[config.mk]
export PLATFORM = sky130hd
export DESIGN_NAME = tof_ctrl
export DESIGN_NICKNAME = d
export VERILOG_FILES = /design/src/rtl/tof_pkg.sv /design/src/rtl/tof_timer.sv /design/src/rtl/tof_meter.sv /design/src/rtl/tof_tuner.sv /design/src/rtl/tof_ctrl.sv
export SDC_FILE = /design/constraint.sdc
export NUM_CORES = 1
export LEC_CHECK = 0
export BUFFER_PORTS_ARGS = -buffer_cell sky130_fd_sc_hd__buf_2
export CORE_MARGIN = 2
export CORE_UTILIZATION = 46
export DETAILED_ROUTE_END_ITERATION = 10
export MAX_ROUTING_LAYER = met4
export SYNTH_ARGS = -nofsm -noshare
export SYNTH_HDL_FRONTEND = slang
export SYNTH_HIERARCHICAL = 1
export SYNTH_SLANG_ARGS = --single-unit
[constraint.sdc]
create_clock -name clk -period 4.6 [get_ports clk]
set_input_delay 0.23 -clock clk [delete_from_list [all_inputs] [get_ports clk]]
set_output_delay 0.23 -clock clk [all_outputs]
set_load 0.02 [all_outputs]
[src/rtl/tof_pkg.sv]
package tof_pkg;
   // Which mechanism produced the turn-off request of a conduction
   typedef enum logic [1:0] {
      KIND_NONE  = 2'd0,
      KIND_INIT  = 2'd1,
      KIND_ADAPT = 2'd2,
      KIND_FAST  = 2'd3
   } tof_kind_e;
endpackage

[src/rtl/tof_timer.sv]
module tof_timer
   import tof_pkg::*;
#(
   parameter int TW         = 12,
   parameter int FAST_BLANK = 75
) (
   input  logic          clk,
   input  logic          rst_n,
   input  logic          gate_i,
   input  logic          zc_i,
   input  logic          zcd_i,
   input  logic          init_i,
   input  logic [TW-1:0] delay_i,
   input  logic [TW-1:0] period_i,
   output logic          off_req_o,
   output logic          path_fast_o,
   output tof_kind_e     kind_o
);
   localparam logic [TW-1:0] CNT_MAX = '1;
   localparam logic [TW-1:0] FB_V    = TW'(FAST_BLANK);

   logic [TW-1:0] on_cnt, dly_cnt, half;
   logic          zc_seen, done, armed;
   logic          fast_hit, init_hit, adapt_hit, fire;
   tof_kind_e     kind_q;

   always_comb begin
      half      = period_i >> 1;
      armed     = gate_i && !done;
      fast_hit  = armed && zcd_i && (on_cnt >= FB_V);
      init_hit  = armed && init_i && (on_cnt == half);
      adapt_hit = armed && !init_i && zc_seen && (dly_cnt == delay_i);
      fire      = fast_hit || init_hit || adapt_hit;
   end

   always_ff @(posedge clk) begin
      if (!rst_n) begin
         on_cnt      <= '0;
         dly_cnt     <= '0;
         zc_seen     <= 1'b0;
         done        <= 1'b0;
         kind_q      <= KIND_NONE;
         off_req_o   <= 1'b0;
         path_fast_o <= 1'b0;
      end else begin
         off_req_o <= fire;
         if (fire) path_fast_o <= fast_hit;
         if (!gate_i) begin
            on_cnt  <= '0;
            dly_cnt <= '0;
            zc_seen <= 1'b0;
            done    <= 1'b0;
            kind_q  <= KIND_NONE;
         end else begin
            if (on_cnt != CNT_MAX) on_cnt <= on_cnt + 1'b1;
            if (!zc_seen && zc_i && (on_cnt >= half)) zc_seen <= 1'b1;
            if (zc_seen && (dly_cnt != CNT_MAX)) dly_cnt <= dly_cnt + 1'b1;
            if (fire) begin
               done <= 1'b1;
               if (fast_hit)      kind_q <= KIND_FAST;
               else if (init_hit) kind_q <= KIND_INIT;
               else               kind_q <= KIND_ADAPT;
            end
         end
      end
   end

   assign kind_o = kind_q;
endmodule

[src/rtl/tof_meter.sv]
module tof_meter
   import tof_pkg::*;
#(
   parameter int TW = 12
) (
   input  logic          clk,
   input  logic          rst_n,
   input  logic          gate_i,
   input  logic          cond_i,
   input  tof_kind_e     kind_i,
   output logic          res_valid_o,
   output logic [TW-1:0] res_o,
   output tof_kind_e     kind_o
);
   localparam logic [TW-1:0] CNT_MAX = '1;

   logic          gate_q, meas;
   logic [TW-1:0] cnt;

   always_ff @(posedge clk) begin
      if (!rst_n) begin
         gate_q      <= 1'b0;
         meas        <= 1'b0;
         cnt         <= '0;
         res_valid_o <= 1'b0;
         res_o       <= '0;
         kind_o      <= KIND_NONE;
      end else begin
         gate_q      <= gate_i;
         res_valid_o <= 1'b0;
         if (gate_q && !gate_i) begin
            meas   <= 1'b1;
            cnt    <= '0;
            kind_o <= kind_i;
         end else if (meas) begin
            if (cond_i) begin
               if (cnt != CNT_MAX) cnt <= cnt + 1'b1;
            end else begin
               meas        <= 1'b0;
               res_valid_o <= 1'b1;
               res_o       <= cnt;
            end
         end
      end
   end
endmodule

[src/rtl/tof_tuner.sv]
module tof_tuner
   import tof_pkg::*;
#(
   parameter int TW          = 12,
   parameter int CW          = 6,
   parameter int TARGET      = 19,
   parameter int STEP        = 1,
   parameter int GAIN_SH     = 1,
   parameter int INIT_CYCLES = 4
) (
   input  logic          clk,
   input  logic          rst_n,
   input  logic          wake_i,
   input  logic          res_valid_i,
   input  logic [TW-1:0] res_i,
   input  tof_kind_e     kind_i,
   input  logic [TW-1:0] period_i,
   output logic [TW-1:0] delay_o,
   output logic [CW-1:0] code_o,
   output logic          init_o
);
   localparam int            IW       = $clog2(INIT_CYCLES + 1);
   localparam logic [IW-1:0] INIT_V   = IW'(INIT_CYCLES);
   localparam logic [TW-1:0] TGT_V    = TW'(TARGET);
   localparam logic [TW:0]   STEP_V   = (TW+1)'(STEP);
   localparam logic [CW-1:0] CODE_MAX = '1;

   logic [IW-1:0] init_left;
   logic [TW:0]   up_w, dn_w, sum_w, per_w;
   logic [TW-1:0] up_c, dn_c, excess, inc;
   logic [CW-1:0] code_nx;

   always_comb begin
      per_w  = {1'b0, period_i};
      up_w   = {1'b0, delay_o} + STEP_V;
      up_c   = (up_w > per_w) ? period_i : up_w[TW-1:0];
      dn_w   = ({1'b0, delay_o} >= STEP_V) ? ({1'b0, delay_o} - STEP_V) : '0;
      dn_c   = (dn_w > per_w) ? period_i : dn_w[TW-1:0];
      excess = (res_i > TGT_V) ? (res_i - TGT_V) : '0;
   end

   generate
      if (GAIN_SH == 0) begin : g_gain_unit
         always_comb inc = excess;
      end else begin : g_gain_shift
         always_comb inc = excess >> GAIN_SH;
      end
   endgenerate

   always_comb begin
      sum_w   = (TW+1)'(code_o) + {1'b0, inc};
      code_nx = (sum_w > (TW+1)'(CODE_MAX)) ? CODE_MAX : sum_w[CW-1:0];
   end

   always_ff @(posedge clk) begin
      if (!rst_n) begin
         init_left <= INIT_V;
         delay_o   <= '0;
         code_o    <= '0;
      end else if (wake_i) begin
         init_left <= INIT_V;
         delay_o   <= '0;
      end else if (res_valid_i) begin
         case (kind_i)
            KIND_ADAPT: begin
               if (res_i > TGT_V)      delay_o <= up_c;
               else if (res_i < TGT_V) delay_o <= dn_c;
            end
            KIND_FAST: code_o <= code_nx;
            default: ;
         endcase
         if ((init_left != '0) && (kind_i != KIND_NONE)) init_left <= init_left - 1'b1;
      end
   end

   assign init_o = (init_left != '0);
endmodule

[src/rtl/tof_ctrl.sv]
module tof_ctrl
   import tof_pkg::*;
#(
   parameter int TW          = 12,
   parameter int CW          = 6,
   parameter int FAST_BLANK  = 75,
   parameter int TARGET      = 19,
   parameter int STEP        = 1,
   parameter int GAIN_SH     = 1,
   parameter int INIT_CYCLES = 4
) (
   input  logic          clk,
   input  logic          rst_n,
   input  logic          gate_i,
   input  logic          zc_i,
   input  logic          zcd_i,
   input  logic          cond_i,
   input  logic          wake_i,
   input  logic [TW-1:0] period_i,
   input  logic [TW-1:0] res_period_i,
   output logic          off_req_o,
   output logic          path_fast_o,
   output logic [CW-1:0] thr_code_o,
   output logic          inhibit_o
);
   generate
      if (TW < 4)                                       begin : g_bad_tw   $error("TW too small");          end
      if (CW < 1 || CW > TW)                            begin : g_bad_cw   $error("CW must lie in 1..TW");  end
      if (FAST_BLANK < 0 || FAST_BLANK >= (1 << TW))    begin : g_bad_fb   $error("FAST_BLANK out of range"); end
      if (TARGET < 0 || TARGET >= (1 << TW))            begin : g_bad_tg   $error("TARGET out of range");   end
      if (STEP < 1 || STEP >= (1 << TW))                begin : g_bad_st   $error("STEP out of range");     end
      if (GAIN_SH < 0 || GAIN_SH >= TW)                 begin : g_bad_gs   $error("GAIN_SH out of range");  end
      if (INIT_CYCLES < 1)                              begin : g_bad_ic   $error("INIT_CYCLES must be >= 1"); end
   endgenerate

   tof_kind_e     kind_run, kind_meas;
   logic          res_valid, init_mode;
   logic [TW-1:0] res_val, delay_val;
   logic [TW+2:0] per3, res5;

   tof_timer #(.TW(TW), .FAST_BLANK(FAST_BLANK)) u_timer (
      .clk(clk), .rst_n(rst_n), .gate_i(gate_i), .zc_i(zc_i), .zcd_i(zcd_i),
      .init_i(init_mode), .delay_i(delay_val), .period_i(period_i),
      .off_req_o(off_req_o), .path_fast_o(path_fast_o), .kind_o(kind_run)
   );

   tof_meter #(.TW(TW)) u_meter (
      .clk(clk), .rst_n(rst_n), .gate_i(gate_i), .cond_i(cond_i), .kind_i(kind_run),
      .res_valid_o(res_valid), .res_o(res_val), .kind_o(kind_meas)
   );

   tof_tuner #(.TW(TW), .CW(CW), .TARGET(TARGET), .STEP(STEP),
               .GAIN_SH(GAIN_SH), .INIT_CYCLES(INIT_CYCLES)) u_tuner (
      .clk(clk), .rst_n(rst_n), .wake_i(wake_i), .res_valid_i(res_valid),
      .res_i(res_val), .kind_i(kind_meas), .period_i(period_i),
      .delay_o(delay_val), .code_o(thr_code_o), .init_o(init_mode)
   );

   // Cycle longer than 5/3 of resonance period <=> frequency below 60 %
   always_comb begin
      per3 = ({3'b0, period_i} << 1) + {3'b0, period_i};
      res5 = ({3'b0, res_period_i} << 2) + {3'b0, res_period_i};
   end

   always_ff @(posedge clk) begin
      if (!rst_n) inhibit_o <= 1'b0;
      else        inhibit_o <= (per3 > res5);
   end
endmodule

# Word-level counts from Yosys, hierarchy flattened
# Cells that the tools add are included.
[word_totals] ff_bits=81 out_inout_bits=9 wordCells=92
[classes] add_sub_neg=10 magnitude_cmp=9 eq_ne=7 mux=13 n_bitwise=5 reduce_logical=31
[ops] operator="$mux W12" count=5
[ops] operator="$add A12 B1 Y12 const B" count=3
[ops] operator="$ne A12 B12 Y1 const B" count=3
[ops] operator="$gt A13 B12 Y1" count=2
[ops] operator="$add A14 B12 Y15" count=1
[ops] operator="$gt A14 B15 Y1" count=1
[ops] operator="$add A13 B12 Y14" count=1
[ops] operator="$add A12 B1 Y13 const B" count=1
[ops] operator="$gt A13 B6 Y1 const B" count=1
[ops] operator="$logic_and A1 B1 Y1" count=13
[ops] operator="$mux W13" count=1
[ops] operator="$sub A12 B1 Y13 const B" count=1
[ops] operator="$add A6 B11 Y12" count=1
[ops] operator="$eq A12 B11 Y1" count=1
[ops] operator="$eq A12 B12 Y1" count=1
[ops] operator="$ge A12 B1 Y1 const B" count=1
[ops] operator="$ge A12 B11 Y1" count=1
[ops] operator="$ge A12 B7 Y1 const B" count=1
[ops] operator="$gt A12 B5 Y1 const B" count=1
[ops] operator="$lt A12 B5 Y1 const B" count=1
[ops] operator="$reduce_and A3 Y1" count=4
[ops] operator="$sub A12 B5 Y12 const B" count=1
[ops] operator="$mux W6" count=1
[ops] operator="$not A1 Y1" count=5
[ops] operator="other kinds (11)" count=23

# Depth between registers and ports, before layout
[depth] word_depth=6 depth_mapped=16 depth_no_buf=15

# Cells and area by module
# The synthesis kept the hierarchy.
[by_module_without_submodules] mod="tof_tuner" instances=1 cells_per_inst=352 area_per_inst_um2=2658.8
[by_module_without_submodules] mod="tof_timer" instances=1 cells_per_inst=211 area_per_inst_um2=1801.7
[by_module_without_submodules] mod="tof_ctrl" instances=1 cells_per_inst=167 area_per_inst_um2=1320.0
[by_module_without_submodules] mod="tof_meter" instances=1 cells_per_inst=148 area_per_inst_um2=1296.2

# Worst setup path after synthesis
# No wires, ideal clock.
[synth_timing] kind="reg-to-reg" start="register u_tuner.delay_o[0]" end="register u_tuner.delay_o[4]" setup_time_ps=117 arrival_ps=3724 required_ps=4483 slack_ps=759 path_stages_with_launch=14 period_less_slack_ps=3841 cell_sequence="dfxtp_1 or4_1 buf_2 nor4b_4 clkbuf_1 nor2_1 ha_1 and3_1 nor4bb_1 nor2_1 a2111oi_4 clkbuf_2 o21ai_0 a32o_1"
[synth_via] elab_chain_len=6 elab_cells_between_ends=10 classes_between="add/sub: 2; order compare: 3; mux: 5"
[synth_rtl] element="start, declared" line_no="tof_tuner.sv:18" source="output logic [TW-1:0] delay_o,"
[synth_rtl] element="start signal, assigned" line_no="tof_tuner.sv:66" source="if (res_i > TGT_V) delay_o <= up_c;"
[synth_rtl] element="start signal, assigned" line_no="tof_tuner.sv:67" source="else if (res_i < TGT_V) delay_o <= dn_c;"
[synth_rtl] element="$sub A12 B1 Y13 / $ge A12 B1 Y1 (equally long branches)" line_no="tof_tuner.sv:37" source="dn_w = ({1'b0, delay_o} >= STEP_V) ? ({1'b0, delay_o} - STEP_V) : '0;"
[synth_rtl] element="$mux W13" line_no="tof_tuner.sv:37"
[synth_rtl] element="$gt A13 B12 Y1" line_no="tof_tuner.sv:38" source="dn_c = (dn_w > per_w) ? period_i : dn_w[TW-1:0];"
[synth_rtl] element="$mux W12" line_no="tof_tuner.sv:38"
[synth_rtl] element="$mux W12" line_no="tof_tuner.sv:67"
[synth_rtl] element="$mux W12 (*)" line_no="tof_tuner.sv:66"
# Every way passes the cells marked *; elsewhere a longest branch is shown, timed or not. The select of a mux whose other input is x is not followed.
# A chain may end at the register's enable or synchronous reset.

# Worst setup path after layout
[layout_timing] start="register u_tuner.delay_o[4]" end="register u_tuner.delay_o[6]"
# Same word-level chain as after synthesis.

==> results.txt <==
The flow ran to the end, and the final reports show no timing, DRC or antenna violations. The most numerous cell on the critical path is sky130_fd_sc_hd__nor2_1. The number of detailed-routing iterations run before antenna repair is 5.

The number of global-route vias before repair is 6194. The setup slack of the worst register-to-register path came out at 0.37 ns. The post-cts resize count is 0. The fmax came out at 236 MHz. The cell-internal power is 1.27 mW.

The final design utilization is 0.511. The worst flop-to-flop path startpoint is u_tuner/delay_o[4]. The final setup violation count came out at 0. The post-layout minimum cycle time came out at 4.23 ns. The final-report hold violation count is 0. The number of nets in the finished design came out at 1025. The share of total power dissipated in combinational logic is 0.173. The total standard cell area after synthesis came out at 7080 µm².

The maximum VDD drop came out at 0.000213 V. The net switching power figure came out at 493 µW. The maximum buffer depth of the clock tree came out at 2. The number of slew-limit violations in the final report came out at 0. The effective utilization at floorplan is 0.469. After synthesis, the largest family of logic cells by area is simple AND/OR/NAND/NOR gates.

Wires add up to 18.2 mm. The proportion of netlist area held by the largest area contributor came out at 0.229. Of the total power, registers draw 0.401.

The worst setup path is launched from a register. Across every metal layer, demand over resource in global routing totals 0.233. The total congestion overflow after global routing is 0.

The die width is between 100 and 150 µm. Setup repair after global routing left no endpoint under its margin. The relative slew slack came out at 0.233. The number of port buffers came out at 39. The worst register-to-register path ends at u_tuner/delay_o[6]. In the finished design, the share of the clock period the worst path needs comes to 0.920. The slew at the pin closest to its max-slew limit is 1.15 ns. Walking the worst path, the cells encountered are nor3_1 -> nand3_1 -> or4_1 -> xor2_1 -> nor2_1 -> ha_1 -> and3_1 -> nor4bb_1 -> nor2_1 -> a2111oi_4 -> o21bai_4 -> o22ai_1 -> o31ai_1.

The number of setup buffers added after CTS is 0. The hold-critical path depth is 3. Yosys attributes the largest share of cell area to sky130_fd_sc_hd__dfxtp_1 23%, sky130_fd_sc_hd__ha_1 15%, sky130_fd_sc_hd__xnor2_1 5.0%. The async set or reset register ratio after synthesis came out at 0. The multiplexer share of the synthesized area came out at 0.0113. Clock tree synthesis found a total of ~80 sinks. The die height came out at 128 µm. The worst hold path terminates at u_timer/zc_seen. The largest area contributor in the netlist is sky130_fd_sc_hd__dfxtp_1.

Clock latency on the worst-skew pair, taken at its later pin, is 0.35 ns. The maximum clock skew at final layout came out at 0.00655 ns. The post-synth net total came out at 998. The floorplan has 45 rows.

The sequential area share after synthesis came out at 0.229. Relative to the synthesized area, the layout overhead comes to 9.00%. The remaining routing DRC violations came out at 0. Summed over all cells, the static leakage comes to 3.39 nW. Of the cells placed in the final design, the portion with a size suffix greater than 1 is 0.101. The final HPWL from detailed placement is 14.1 mm. TritonCTS built the clock tree.

The clock-pin slew of the registers on the worst-case setup and hold paths is 0.07 ns. Along the worst path, the maximum fanout reaches 11. The Yosys step of the flow raised 6 warnings. The count of pins on the block boundary is 40. The synthesized instance count is 878. The arrival time reported for the critical path endpoint came out at 4.49 ns. In this design, the stage delay of the slowest critical-path cell is around 0.54 ns.

The cell at the root of the clock tree is sky130_fd_sc_hd__clkbuf_16. Timing analysis after detailed placement gives a worst setup slack of 0.538 ns. In this run the remaining antenna-violating nets after routing total 0. The H-tree generated during clock tree synthesis spans 3 levels. The maximum number of pins on one net before global-route repair is 35. The final-layout fill cell count is 1475.

The count of vias placed by the detailed router came out at 6493. The power density over the cells is between 200 and 250 nW/µm². The area share of and/or/nand/nor cells after synthesis came out at 0.251. The placeable core region came out at between 15000 and 20000 µm². Counting flops with a built-in enable in the synthesized netlist gives 0. The mean cell area of the mapped netlist is 8.06 µm². The total negative setup slack came out at 0 ns. The first global-routing pass estimated 30.2 mm of wire. The count of antenna diodes in the layout is 0.

At the worst endpoint, the required time is around 5 ns. STA classifies the critical path endpoint as a register. The adder-cell share of the synthesized area is 0.161.

The worst-case reg-to-reg path depth came out at 13. After layout, the design draws a total of approximately 1.8 mW. The switching share of power came out at 0.279. The most common flop cell mapped by yosys is sky130_fd_sc_hd__dfxtp_1. In this run, the number of DRC markers left after iteration 0 of detailed routing was 420. The TritonCTS buffer count came out at 9. The compound-cell area share of the yosys netlist came out at 0.227. Using the TritonRoute via totals, the vias-per-cell ratio works out to 5.91. The largest individual stage delay along the critical path comes from the cell sky130_fd_sc_hd__a2111oi_4. The floorplan step defined a die boundary enclosing roughly 16000 µm². Of the total synthesized cell area, the portion taken by XOR and XNOR cells is 0.0743.

The path class of the lowest-slack min-delay path is in2reg. In the final routed layout, each cell accounts on average for roughly 17 µm. The initial antenna violation count was 0.

The share of total power in the clock network came out at 0.426. The category of the critical setup timing path is reg2reg. In this run the most critical hold path is launched from zc_i. The worst path meets setup with 0.369 ns of slack. The max-capacitance violation count is 0.

The number of hold buffers added after cts is 0. The routability-driven placement congestion ratio is between 0.9 and 1. Counting flops and latches in the post-synthesis netlist gives 81. In this run, distinct cell masters in the synthesized netlist total 88.
through the flow:
stage | std cells | hold WS [ns] | cell area [µm²]
floorplan | 878 | 0.352 | 7080
global placement | 1082 | 0.450 | 7420
detailed placement | 1082 | 0.448 | 7420
CTS | 1098 | 0.165 | 7710
global route | 1098 | 0.175 | 7710
finish | 1098 | 0.168 | 7710
worst max-delay path by stage:
stage	depth (start not counted)	end	startpoint	slack (ns)
final	13	u_tuner/delay_o[6]	u_tuner/delay_o[4]	0.37
after global routing	12	u_tuner/delay_o[6]	u_tuner/delay_o[8]	0.05
after CTS	12	u_tuner/delay_o[6]	u_tuner/delay_o[0]	0.50
after global placement	13	u_tuner/delay_o[1]	u_tuner/delay_o[4]	0.61
after floorplan	13	u_tuner/delay_o[4]	u_tuner/delay_o[0]	0.76
after detailed placement	12	u_tuner/delay_o[6]	u_tuner/delay_o[0]	0.54
logic make-up (layout without fill, tap and decap cells):
family                     Yosys count  in the layout
and+or+nand+nor                    332            332
DFF                                 81             81
AOI/OAI and AO/OA                  227            227
buffers and inverters               81            113
xor gates and xnor gates            60             60
adders and majority gates           89             89
muxes                                8              8
cells in the mapped netlist, types with 9 or more instances:
library cell,count
sky130_fd_sc_hd__o31ai_1,9
sky130_fd_sc_hd__o21ai_0,43
sky130_fd_sc_hd__a21boi_0,14
sky130_fd_sc_hd__nand3_1,33
sky130_fd_sc_hd__ha_1,86
sky130_fd_sc_hd__nor2b_1,13
sky130_fd_sc_hd__dfxtp_1,81
sky130_fd_sc_hd__o21a_1,13
sky130_fd_sc_hd__nand4_1,19
sky130_fd_sc_hd__and3_1,16
sky130_fd_sc_hd__xnor2_1,40
sky130_fd_sc_hd__nor3_1,21
sky130_fd_sc_hd__nand2_1,81
sky130_fd_sc_hd__inv_1,52
sky130_fd_sc_hd__a211oi_1,21
sky130_fd_sc_hd__nor2_1,74
sky130_fd_sc_hd__a21oi_1,43
sky130_fd_sc_hd__a21o_1,16
sky130_fd_sc_hd__clkbuf_1,16
sky130_fd_sc_hd__xor2_1,20
area by class of cell:
class / instances / area (µm²) / share of cell area
clock buffer: 12 / 246 / 0.0320
inverter: 52 / 195 / 0.0253
clock inverter: 4 / 51.3 / 0.00665
sequential: 81 / 1620 / 0.210
tap: 188 / 235 / 0.0305
multi-input combinational: 716 / 5120 / 0.664
timing repair buffer: 45 / 240 / 0.0311
state kept, by name, indices dropped and copies added, names as in the netlist, 2 cells and up:
signal,cells
u_meter/kind_o,2
u_timer/dly_cnt,12
u_tuner/code_o,6
u_meter/res_o,12
u_meter/cnt,12
u_tuner/delay_o,12
u_timer/kind_o,2
u_tuner/init_left,3
u_timer/on_cnt,12
power groups by stage:
stage	clock [mW]	sequential, mW	combinational [mW]
3_5_place_dp	0	0.723	0.302
2_1_floorplan	0	0.725	0.217
6_report	0.753	0.707	0.306
5_1_grt	0.802	0.707	0.348
3_3_place_gp	0	0.723	0.291
4_1_cts	0.771	0.707	0.305
routing by layer:
metal,up-vias,part of all wire,GRT usage,routed length [µm]
li1,3273,-,-,-
met1,3033,0.49,0.311,8810
met2,150,0.44,0.363,8070
met5,-,0,-,0
met3,37,0.046,0.0330,832
met4,0,0.024,0.0821,439
layout by cell type, fill, tap and decap left out, types with 9 or more instances in the layout:
cell,count
sky130_fd_sc_hd__inv_1,52
sky130_fd_sc_hd__nor3_1,21
sky130_fd_sc_hd__a21boi_0,14
sky130_fd_sc_hd__xnor2_1,40
sky130_fd_sc_hd__clkbuf_16,9
sky130_fd_sc_hd__dfxtp_1,81
sky130_fd_sc_hd__nand3_1,33
sky130_fd_sc_hd__nor2_1,74
sky130_fd_sc_hd__o21ai_0,43
sky130_fd_sc_hd__a21o_1,16
sky130_fd_sc_hd__o21a_1,13
sky130_fd_sc_hd__a211oi_1,21
sky130_fd_sc_hd__nor2b_1,13
sky130_fd_sc_hd__ha_1,86
sky130_fd_sc_hd__a21oi_1,43
sky130_fd_sc_hd__xor2_1,20
sky130_fd_sc_hd__nand4_1,19
sky130_fd_sc_hd__and3_1,16
sky130_fd_sc_hd__buf_2,39
sky130_fd_sc_hd__o31ai_1,9
sky130_fd_sc_hd__nand2_1,81
critical path: cells and delay by family, from the launching register on:
family	cells	cell delay [ns]
and+or+nand+nor	7	1.89
AOI/OAI and AO/OA	4	1.23
DFF	1	0.44
xor gates and xnor gates	1	0.28
adders and majority gates	1	0.29
(Power assumes the default switching activity.)
